### config.mk
export PLATFORM = sky130hd
export DESIGN_NAME = i2c_crc_target
export DESIGN_NICKNAME = d
export VERILOG_FILES = /design/src/rtl/i2c_crc_target.sv
export SDC_FILE = /design/constraint.sdc
export NUM_CORES = 1
export LEC_CHECK = 0
export ABC_CLOCK_PERIOD_IN_PS = 4100
export BUFFER_PORTS_ARGS = -buffer_cell sky130_fd_sc_hd__buf_4
export CORE_UTILIZATION = 35
export DETAILED_ROUTE_END_ITERATION = 12
export GPL_TIMING_DRIVEN = 0
export PLACE_DENSITY = 0.53
export SLEW_MARGIN = 20
export SYNTH_ARGS = -nofsm -noshare
export SYNTH_HDL_FRONTEND = slang
export SYNTH_SLANG_ARGS = --single-unit
### constraint.sdc
create_clock -name clk -period 4.1 [get_ports clk]
set_input_delay 0.41 -clock clk [delete_from_list [all_inputs] [get_ports clk]]
set_output_delay 0.41 -clock clk [all_outputs]
set_load 0.05 [all_outputs]
### src/rtl/i2c_crc_target.sv
module i2c_crc_target #(
  parameter int TW = 16
) (
  input  logic          clk,
  input  logic          rst_n,
  input  logic          scl_i,
  input  logic          sda_i,
  output logic          sda_oe,
  input  logic [6:0]    dev_addr,
  input  logic [TW-1:0] to_limit,
  input  logic          cfg_crc_wr,
  input  logic          cfg_crc_val,
  input  logic          cfg_exit,
  output logic [7:0]    rd_addr,
  input  logic [7:0]    rd_data,
  output logic          wr_en,
  output logic [7:0]    wr_addr,
  output logic [7:0]    wr_data
);

  typedef enum logic [1:0] {IDLE, RX, TX} st_t;
  typedef enum logic [2:0] {K_ADDR, K_PTR, K_WDAT, K_WCRC, K_RDAT, K_RCRC} kind_t;

  function automatic logic [7:0] crc8(input logic [7:0] c, input logic [7:0] d);
    logic [7:0] r;
    r = c ^ d;
    for (int i = 0; i < 8; i++)
      r = r[7] ? ({r[6:0], 1'b0} ^ 8'h07) : {r[6:0], 1'b0};
    return r;
  endfunction

  logic [2:0]    scl_q, sda_q;
  st_t           st;
  kind_t         kind;
  logic [3:0]    bcnt;
  logic [7:0]    sh, tx, ptr, crc, wbuf;
  logic          mack, rw, crc_on, crc_pend;
  logic [TW-1:0] tcnt;

  wire scl_s = scl_q[1];
  wire scl_p = scl_q[2];
  wire sda_s = sda_q[1];
  wire sda_p = sda_q[2];

  wire rise     = scl_s & ~scl_p;
  wire fall     = ~scl_s & scl_p;
  wire start_ev = scl_s & scl_p & sda_p & ~sda_s;
  wire stop_ev  = scl_s & scl_p & ~sda_p & sda_s;
  wire tmo      = (to_limit != '0) && (tcnt >= to_limit);

  assign rd_addr = ptr;

  always_ff @(posedge clk or negedge rst_n) begin
    if (!rst_n) begin
      scl_q <= 3'b111;
      sda_q <= 3'b111;
    end else begin
      scl_q <= {scl_q[1:0], scl_i};
      sda_q <= {sda_q[1:0], sda_i};
    end
  end

  always_ff @(posedge clk or negedge rst_n) begin
    if (!rst_n) begin
      crc_on   <= 1'b0;
      crc_pend <= 1'b0;
    end else begin
      if (cfg_crc_wr) crc_pend <= cfg_crc_val;
      if (cfg_exit)   crc_on   <= crc_pend;
    end
  end

  always_ff @(posedge clk or negedge rst_n) begin
    if (!rst_n)
      tcnt <= '0;
    else if (st == IDLE || scl_s)
      tcnt <= '0;
    else if (tcnt != '1)
      tcnt <= tcnt + 1'b1;
  end

  always_ff @(posedge clk or negedge rst_n) begin
    if (!rst_n) begin
      st      <= IDLE;
      kind    <= K_ADDR;
      bcnt    <= '0;
      sh      <= '0;
      tx      <= '0;
      ptr     <= '0;
      crc     <= '0;
      wbuf    <= '0;
      mack    <= 1'b0;
      rw      <= 1'b0;
      sda_oe  <= 1'b0;
      wr_en   <= 1'b0;
      wr_addr <= '0;
      wr_data <= '0;
    end else begin
      wr_en <= 1'b0;
      if (start_ev) begin
        st     <= RX;
        kind   <= K_ADDR;
        bcnt   <= '0;
        crc    <= '0;
        sda_oe <= 1'b0;
      end else if (stop_ev || tmo) begin
        st     <= IDLE;
        sda_oe <= 1'b0;
      end else if (st == RX) begin
        if (rise && bcnt < 4'd8) begin
          sh   <= {sh[6:0], sda_s};
          bcnt <= bcnt + 4'd1;
        end else if (rise) begin
          bcnt <= 4'd9;
        end
        if (fall && bcnt == 4'd8) begin
          case (kind)
            K_ADDR: begin
              if (sh[7:1] == dev_addr) begin
                sda_oe <= 1'b1;
                rw     <= sh[0];
                crc    <= crc8(crc, sh);
              end else begin
                st <= IDLE;
              end
            end
            K_PTR: begin
              sda_oe <= 1'b1;
              ptr    <= sh;
              crc    <= crc8(crc, sh);
            end
            K_WDAT: begin
              sda_oe <= 1'b1;
              crc    <= crc8(crc, sh);
              if (crc_on) begin
                wbuf <= sh;
              end else begin
                wr_en   <= 1'b1;
                wr_addr <= ptr;
                wr_data <= sh;
                ptr     <= ptr + 8'd1;
              end
            end
            K_WCRC: begin
              if (sh == crc) begin
                sda_oe  <= 1'b1;
                wr_en   <= 1'b1;
                wr_addr <= ptr;
                wr_data <= wbuf;
                ptr     <= ptr + 8'd1;
                crc     <= '0;
              end else begin
                st <= IDLE;
              end
            end
            default: st <= IDLE;
          endcase
        end
        if (fall && bcnt == 4'd9) begin
          sda_oe <= 1'b0;
          bcnt   <= '0;
          case (kind)
            K_ADDR: begin
              if (rw) begin
                st     <= TX;
                kind   <= K_RDAT;
                tx     <= rd_data;
                sda_oe <= ~rd_data[7];
                ptr    <= ptr + 8'd1;
                crc    <= crc8(crc, rd_data);
              end else begin
                kind <= K_PTR;
              end
            end
            K_PTR:   kind <= K_WDAT;
            K_WDAT:  kind <= crc_on ? K_WCRC : K_WDAT;
            default: kind <= K_WDAT;
          endcase
        end
      end else if (st == TX) begin
        if (rise && bcnt < 4'd8) begin
          bcnt <= bcnt + 4'd1;
        end else if (rise) begin
          mack <= ~sda_s;
          bcnt <= 4'd9;
        end
        if (fall && bcnt >= 4'd1 && bcnt <= 4'd7) begin
          sda_oe <= ~tx[6];
          tx     <= {tx[6:0], 1'b0};
        end
        if (fall && bcnt == 4'd8)
          sda_oe <= 1'b0;
        if (fall && bcnt == 4'd9) begin
          bcnt   <= '0;
          sda_oe <= 1'b0;
          if (!mack) begin
            st <= IDLE;
          end else if (kind == K_RDAT && crc_on) begin
            kind   <= K_RCRC;
            tx     <= crc;
            sda_oe <= ~crc[7];
            crc    <= '0;
          end else begin
            kind   <= K_RDAT;
            tx     <= rd_data;
            sda_oe <= ~rd_data[7];
            ptr    <= ptr + 8'd1;
            crc    <= crc8(crc, rd_data);
          end
        end
      end
    end
  end

endmodule

* After elaboration in Yosys (flattened, before gate mapping)
Index checks and enable logic that the tools add are counted.
** Word-level totals
- Logic and storage cells :: 235
- Register bits :: 93
- Output and inout port bits :: 26
- Bits of input ports :: 38
** Operators by class
- Equality and inequality tests :: 23
- Bitwise logic cells :: 36
- Mux-type cells :: 113
- Order comparisons :: 4
- $add $sub $neg :: 3
- Reduce and logical (&&, ||, !) cells :: 37
** Operator list (number)
- 2-to-1 mux 8 bit :: 37
- 2-to-1 mux 3 bit :: 24
- NOT 3 bit :: 16
- case mux 8 bit (3 select lines) :: 2
- AND reduction 6 bit :: 6
- 2-to-1 mux 16 bit :: 2
- case mux 8 bit (2 select lines) :: 2
- 2-to-1 mux 4 bit :: 7
- 2-to-1 mux 2 bit :: 12
- 2-to-1 mux 1 bit :: 23
- adder 16 x 1 -> 16 bit (second input constant) :: 1
- >= comparator 16 bit :: 1
- != test 16 bit (second input constant) :: 1
- nonzero test 16 bit :: 1
- bitwise XOR 8 bit :: 2
- != test 6 bit (second input constant) :: 2
- AND reduction 4 bit :: 3
- nonzero test 2 bit :: 6
- NOT 1 bit :: 11
- != test 2 bit (second input constant) :: 5
- nonzero test 3 bit :: 3
- adder 8 x 1 -> 8 bit (second input constant) :: 1
- equality test 4 bit (second input constant) :: 2
- equality test 8 bit :: 1
- other kinds (29) :: 45

* Logic depth before layout (Yosys ltp)
Gate-level depths: netlist of the first run.
- Depth in word-level cells :: 26
- Gate-level depth with buffers :: 12
- Depth with buffers taken out :: 10

* Worst setup path before layout of the first run
No wires, ideal clock.
- Path type :: input-to-reg
- From :: input to_limit[11]
- To :: register wr_addr[5]
- Data arrival time :: 2704 ps
- Buffers on the path :: 2
- Stages :: 10
- Library setup time :: 125 ps
- Setup slack :: 1271 ps
- Data required time :: 3975 ps
- Cell sequence :: inv_1 ha_1 a21oi_1 nand2_1 or3_1 o221a_2 or4_1 buf_2 buf_6 mux2_4
** Between the ends
- Longest elaborated chain between the ends :: 5
- Elaborated cells on any way between the ends :: 6
- Classes of those cells :: order compare (1); bitwise (1); reduce/logical (4)
** Ends and longest elaborated chain
- start: declaration :: RTL line 10 : input logic [TW-1:0] to_limit,
- >= comparator 16 bit / nonzero test 16 bit (equally long branches) :: RTL line 49 : wire tmo = (to_limit != '0) && (tcnt >= to_limit);
- logical AND 1 bit * :: RTL line 49
- logical OR 1 bit * :: RTL line 106 : end else if (stop_ev || tmo) begin
- NOT 1 bit (no line) *
- AND reduction 7 bit (no line) *
- end signal: assignment :: RTL line 139 : wr_addr <= ptr;
- end signal: assignment :: RTL line 148 : wr_addr <= ptr;
- end: declaration :: RTL line 17 : output logic [7:0] wr_addr,
Every way passes the cells marked *; elsewhere a longest branch is shown, timed or not.
A chain may end at the register's enable or synchronous reset.

* Worst setup path after layout of the first run
- From :: register tcnt[15]
- To :: register wbuf[3]
** Between the ends
- Longest elaborated chain between the ends :: 5
** Ends and longest elaborated chain
- start: declaration :: RTL line 38 : logic [TW-1:0] tcnt;
- start signal: assignment :: RTL line 79 : tcnt <= tcnt + 1'b1;
- >= comparator 16 bit :: RTL line 49
- logical AND 1 bit :: RTL line 49
- logical OR 1 bit :: RTL line 106
- NOT 1 bit (no line)
- AND reduction 6 bit (no line)
- end signal: assignment :: RTL line 136 : wbuf <= sh;
- end: declaration :: RTL line 36 : logic [7:0] sh, tx, ptr, crc, wbuf;
Every way passes these cells.

==> flow_summary_export.csv, run 1 <==
group,metric,value,unit
synthesis,synth_top_area_share,36.7,%
layout,antennaDiodeCount,0,
die,start_util,36.4,%
clocking,root_buffer,"clkbuf_16",
die,coreArea,16100,µm²
worst_setup_path,cp_cell_sequence,"ha_1 -> a21oi_1 -> o21ai_0 -> or3_1 -> o221ai_1 -> nand2b_1 -> nor3_2 -> mux2_2",
synthesis,syn_inst,621,
synthesis,ys.flop_type,"dfrtp_1",
die,num_rows,46,
worst_setup_path,critPathLaunchType,"flip-flop",
clocking,htree_levels,3,
worst_setup_path,required,4330,ps
die,die_x,131,µm
synthesis,synth_adder_area_share,5.98,%
detailed_routing,initialDrtViolationCount,313,
die,dieHeight,131,µm
grt,grt-ovfl-total,0,
die,io_pins,64,
worst_setup_path,critical_path_cell_count,8,
synthesis,synth_common_cells,"86 x dfrtp_1, 52 x nand2_1, 42 x nor2_1, 41 x xnor2_1, 37 x inv_1",
die,dieArea,17300,µm²
timing,rsz0062_at_grt,"no",
worst_setup_path,cpPeakStageDelay,660,ps
worst_setup_path,r2r_cells,8,
grt,grt_max_degree,93,
synthesis,async_flop_share,100,%
layout,nets,761,
timing,finalSetupViolations,0,
status,status,"finished, final reports clean",
place,port_buffers,63,
timing,hold_viol,0,
clocking,cts_buffer_depth,2,
worst_setup_path,critPathBufInv,0,
clocking,cts_tree,"yes",
detailed_routing,dr.pass1.iters,4,
timing,finalCriticalPeriod,3190,ps
layout,areaGrowthSynthToFinish,17.9,%
detailed_routing,wl,14600,µm
worst_setup_path,crit_family,"simple AND/OR/NAND/NOR gates",
worst_setup_path,crit_path_end_kind,"flip-flop",
synthesis,yosys_register_bits,92,
pwr,p_leak,3.09,nW
grt,grt_pass1_vias,4800,
place,placed_area,6610,µm²
run,maxCapViolCount,0,
clocking,clkSlewWorstSetupHoldPaths,70,ps
timing,holdWs,129,ps
synthesis,avgSynthCellArea,9.44,µm²
grt,grt_pass1_wl,24500,µm
layout,stdcell_count,916,
synthesis,synth_top_family_by_area,"simple AND/OR/NAND/NOR gates",
timing,skew,10.8,ps
layout,drive_above_1_share,18.6,%
synthesis,synth_seq_area_share,39.4,%
detailed_routing,vias,4797,
timing,slew_violations,0,
clocking,post_cts_resized,0,
pwr,powerDensity,606,nW/µm²
clocking,holdBufCountCts,0,
clocking,clock_latency,350,ps
timing,slew_headroom,29.3,%
synthesis,ys_types,58,
detailed_routing,ant_nets,0,
hold_path,min_path_type,"primary input to asynchronous set/reset pin",
place,place_congestion,0.817,
detailed_routing,drc,0,
timing,maxClockFrequency,0.314,GHz
clocking,cts_setup_buffers,0,
synthesis,yosys.area.top_type,"dfrtp_1",
layout,fillers,1644,
detailed_routing,avgViaCountPerCell,5.24,
worst_setup_path,cp_max_fo,8,
synthesis,synth-edff-count,0,
synthesis,synth.mux.area_fraction,9.86,%
grt,grtUsageTotal,17.7,%
place,dp.cells,900,
synthesis,synth_compound_area_share,14.6,%
synthesis,netlist_area,5860,µm²
timing,tightest_slew,1050,ps
clocking,cts_num_sinks,92,
worst_setup_path,critPathArrivalTime,3420,ps
layout,utilization,42.9,%
timing,fin_tns_setup,0,ps
synthesis,synth-simple-area-share,16.5,%
layout,fin_area,6910,µm²
place,dp.final_hpwl,10900,µm
clocking,numCtsBuffers,9,
worst_setup_path,crit_slowest_cell,"nor3_2",
pwr,irDropWorstVdd,0.266,mV
worst_setup_path,path_class,"flip-flop to flip-flop",
grt,antenna_found_initial,0,
synthesis,synth_most_common_cell,"dfrtp_1",
synthesis,syn_nets,687,
detailed_routing,wire_per_inst,16.0,µm
synthesis,synth_area_leaders,"dfrtp_1 37%, xnor2_1 6.1%, ha_1 6.0%",
timing,fin_crit_sh,77.7,%
synthesis,ys_warn_count,0,
synthesis,synth_xor_area_share,9.05,%
==> metal layers <==
metal	GRT usage (%)	part of all wire, %
met5	0	0
met3	3.94	2.6
met1	23.2	48
met4	3.81	0.85
met2	29.6	49
==> through the flow <==
| step | power (W) | setup WS (ps) |
|---|---|---|
| after floorplan | 0.00285 | 1270 |
| after global placement | 0.00335 | 795 |
| after detailed placement | 0.00339 | 789 |
| after CTS | 0.00422 | 913 |
| after global routing | 0.00452 | 733 |
| final | 0.00419 | 913 |
==> area by class of cell <==
cell class | count | area (µm²) | area share, %
buffer | 27 | 125 | 1.81
clock buffer | 11 | 253 | 3.66
clock inverter | 5 | 33.8 | 0.489
inverter | 37 | 139 | 2.01
multi-input combinational | 465 | 3300 | 47.8
sequential | 92 | 2310 | 33.4
tap | 216 | 270 | 3.91
timing repair buffer | 63 | 477 | 6.90
==> flip-flops by register name (all words and copies together) (netlist names), 4 cells and up <==
name     count
tcnt        16
crc          8
tx           7
wr_addr      8
wr_data      8
wbuf         8
sh           8
rd_addr      8
bcnt         4
==> logic make-up (layout without fill, tap and decap cells) <==
kind of cell,Yosys count,in the layout
compound gates,131,131
xor+xnor,59,59
fa+ha+maj,28,28
buf+inv,64,143
flops,92,92
mux,53,53
simple gates,194,194
==> power breakdown <==
part | total (W) | leakage [nW] | switching, W | internal (W)
clock | 0.000807 | 0.138 | 0.000363 | 0.000444
combinational | 0.00211 | 1.79 | 0.00122 | 0.000886
sequential | 0.00127 | 1.16 | 0.000199 | 0.00107
total | 0.00419 | 3.09 | 0.00179 | 0.00241
==> worst register-to-register path, stage by stage (launching register included) <==
cell      delay (ps)
dfrtp_1          420
ha_1             300
a21oi_1          180
o21ai_0          170
or3_1            390
o221ai_1         300
nand2b_1         260
nor3_2           660
mux2_2           410
==> path summary, 6_finish.rpt <==
path	from	to	slack, ps
worst max-delay path	tcnt[15]$_DFFE_PN0P_	wbuf[3]$_DFFE_PN0P_	910
worst min-delay path	rst_n	sh[2]$_DFFE_PN0P_	130
worst max register to register	tcnt[15]$_DFFE_PN0P_	wbuf[3]$_DFFE_PN0P_	910
worst min register to register	sda_q[0]$_DFF_PN1_	sda_q[1]$_DFF_PN1_	360
max in group asynchronous	rst_n	st[1]$_DFFE_PN0P_	3360
min in group clk	scl_i	scl_q[0]$_DFF_PN1_	160
==> cells in the final DEF (no fill, tap or decap), drive strengths merged, types with 3 or more instances in the layout <==
cell type / n
o21ai: 41
o21a: 3
clkbuf: 34
mux2i: 27
a2111oi: 3
xor2: 17
nand3: 21
nand3b: 3
a32oi: 4
nor3b: 3
buf: 67
a21oi: 30
and3: 10
or2: 4
mux2: 26
nor4: 8
nor2b: 7
ha: 28
xnor2: 41
inv: 38
o211ai: 4
a22o: 7
a311oi: 3
a31oi: 6
nand2: 52
or3: 5
o22ai: 10
o31ai: 7
dfstp: 6
nand4: 5
nor2: 42
nor3: 23
and2: 4
dfrtp: 86
No activity file was read; power rests on OpenSTA's default activity.
==> run 2: changes to the inputs <==
--- a/config.mk
+++ b/config.mk
@@ -5,12 +5,12 @@
 export SDC_FILE = /design/constraint.sdc
 export NUM_CORES = 1
 export LEC_CHECK = 0
-export ABC_CLOCK_PERIOD_IN_PS = 4100
+export ABC_CLOCK_PERIOD_IN_PS = 2700
 export BUFFER_PORTS_ARGS = -buffer_cell sky130_fd_sc_hd__buf_4
 export CORE_UTILIZATION = 35
 export DETAILED_ROUTE_END_ITERATION = 12
 export GPL_TIMING_DRIVEN = 0
-export PLACE_DENSITY = 0.53
+export PLACE_DENSITY = 0.55
 export SLEW_MARGIN = 20
 export SYNTH_ARGS = -nofsm -noshare
 export SYNTH_HDL_FRONTEND = slang
==> constraint.sdc (replaced) <==
create_clock -name clk -period 2.7 [get_ports clk]
set_input_delay 0.27 -clock clk [delete_from_list [all_inputs] [get_ports clk]]
set_output_delay 0.27 -clock clk [all_outputs]
set_load 0.05 [all_outputs]
==> run 2 against run 1 <==
  * The flow now finishes with violations (hold timing, setup timing)
  * Cell count is 1.9% higher
  * Sequential power rose by 57%
  * Setup slack lost 980 ps
  * First-iteration DRC count is 17% lower
  * Final area up 7.8%
  * Die area unchanged
  * Critical path depth unchanged
  * Global-route usage rose by 0.40 points
  * Non-clock buffer count rose by 17
  * Sequential share of layout area fell by 2.4 points
  * Critical endpoint is now wr_addr[5]$_DFFE_PN0P_
==> flow_summary_export.csv, run 2 (synthesis gave the netlist of run 1 again) <==
group,metric,value,unit
timing,finalSetupViolations,7,
pwr,clkPwrFrac,18.6,%
detailed_routing,wl,15100,µm
detailed_routing,dr.pass1.iters,5,
pwr,switching_share,42.7,%
clocking,cts_buffer_depth,2,
die,dieArea,17300,µm²
grt,grt-ovfl-total,0,
die,die_x,131,µm
die,num_rows,46,
detailed_routing,avgViaCountPerCell,5.33,
detailed_routing,vias,4972,
die,coreArea,16100,µm²
layout,nets,778,
layout,areaGrowthSynthToFinish,27.1,%
hold_path,min_path_type,"primary input to asynchronous set/reset pin",
layout,final_common_cell,"dfrtp_1",
worst_setup_path,crit_family,"simple AND/OR/NAND/NOR gates",
grt,grt_max_degree,93,
layout,utilization,46.2,%
grt,grt_pass1_vias,5083,
clocking,htree_levels,3,
worst_setup_path,required,2940,ps
worst_setup_path,cp_max_fo,10,
die,io_pins,64,
pwr,powerDensity,879,nW/µm²
layout,antennaDiodeCount,0,
place,dp.final_hpwl,10900,µm
timing,finalCriticalPeriod,2760,ps
worst_setup_path,crit_path_end_kind,"flip-flop",
timing,hold_viol,15,
layout,largest-register,"tcnt",
place,port_buffers,63,
clocking,cts_num_sinks,92,
timing,skew,7.98,ps
layout,final_cell_mix,"83 x dfrtp_1, 80 x buf_4, 51 x nand2_1",
detailed_routing,wire_per_inst,16.2,µm
worst_setup_path,critPathLaunchType,"flip-flop",
timing,fin_crit_sh,102,%
layout,drive_above_1_share,27.3,%
timing,holdWs,-28.2,ps
worst_setup_path,critPathBufInv,1,
worst_setup_path,r2r_cells,8,
grt,antenna_found_initial,0,
place,place_congestion,0.855,
pwr,p_leak,3.31,nW
run,maxCapViolCount,0,
clocking,clkSlewWorstSetupHoldPaths,70,ps
grt,grtUsageTotal,18.1,%
worst_setup_path,critPathArrivalTime,3000,ps
clocking,clock_latency,350,ps
worst_setup_path,cpPeakStageDelay,540,ps
die,start_util,36.4,%
status,violations,"hold timing, setup timing",
worst_setup_path,path_class,"flip-flop to flip-flop",
timing,rsz0062_at_grt,"yes",
pwr,intPower,0.00375,W
worst_setup_path,cp_cell_sequence,"ha_4 -> a21oi_4 -> nand2_1 -> or3_4 -> o221a_4 -> or4_4 -> buf_8 -> mux2_4",
timing,slew_violations,0,
detailed_routing,initialDrtViolationCount,259,
clocking,cts_tree,"yes",
timing,maxClockFrequency,0.362,GHz
layout,fillers,1558,
pwr,p_switching,0.00280,W
layout,multi_input_area,3640,µm²
pwr,combinationalPowerShare,50.9,%
detailed_routing,ant_nets,0,
worst_setup_path,critical_path_cell_count,8,
timing,tightest_slew,999,ps
layout,area.sequential,2310,µm²
timing,fin_tns_setup,-261,ps
clocking,numCtsBuffers,9,
die,dieHeight,131,µm
clocking,holdBufCountCts,0,
timing,slew_headroom,33.3,%
status,status,"finished, violations left",
detailed_routing,drc,0,
layout,largest_reg_flops,16,
worst_setup_path,crit_slowest_cell,"or4_4",
clocking,root_buffer,"clkbuf_16",
grt,grt_pass1_wl,25300,µm
timing,layout_setup_ws,-64.1,ps
pwr,p_total,0.00655,W
pwr,irDropWorstVdd,0.411,mV
pwr,pwr-share-seq,30.5,%
## run 2: layout make-up
| type | count | share of cell area [%] |
|---|---|---|
| multi-input combinational | 465 | 48.9 |
| clock buffer | 11 | 3.26 |
| tap | 216 | 3.63 |
| clock inverter | 5 | 0.487 |
| sequential | 92 | 31.1 |
| buffer | 23 | 1.75 |
| timing repair buffer | 84 | 9.07 |
| inverter | 37 | 1.86 |
## run 2: path summary, 6_finish.rpt
path,startpoint,to,slack (ps)
max,tcnt[11]$_DFFE_PN0P_,wr_addr[5]$_DFFE_PN0P_,-60
min,rst_n,tcnt[10]$_DFFE_PN0P_,-30
max reg2reg,tcnt[11]$_DFFE_PN0P_,wr_addr[5]$_DFFE_PN0P_,-60
min reg2reg,scl_q[0]$_DFF_PN1_,scl_q[1]$_DFF_PN1_,360
max in group asynchronous,rst_n,tcnt[12]$_DFFE_PN0P_,2010
min in group clk,scl_i,scl_q[0]$_DFF_PN1_,20
## run 2: repair_timing
item | 4_1_cts | 5_1_grt
pin swaps | 8 | 5
setup endpoints to repair | 64 | 65
resized for setup | 29 | 52
buffers inserted | 14 | 7
## run 2: power groups by stage
stage / Combinational [W] / Sequential [W] / Clock (W)
3_5_place_dp: 0.00318 / 0.00195 / 0
2_1_floorplan: 0.00220 / 0.00212 / 0
4_1_cts: 0.00321 / 0.00196 / 0.00125
5_1_grt: 0.00366 / 0.00204 / 0.00131
3_3_place_gp: 0.00311 / 0.00194 / 0
6_report: 0.00333 / 0.00200 / 0.00122
## run 2: metal layers
metal | routed length, µm | global-route usage [%] | up-vias | share of wire (%)
met4 | 240 | 5.88 | 0 | 1.6
met5 | 0 | 0 | - | 0
met1 | 6960 | 23.6 | 2431 | 46
met3 | 581 | 3.32 | 23 | 3.8
met2 | 7360 | 30.0 | 103 | 49
li1 | - | - | 2415 | -
## run 2: through the flow
stage,area [µm²],setup slack [ps],std cells
final,7450,-64.1,933
after global routing,7450,-111,933
after global placement,6630,-496,900
after CTS,7150,-91.6,927
after detailed placement,6650,-530,900
after floorplan,5880,19.1,621
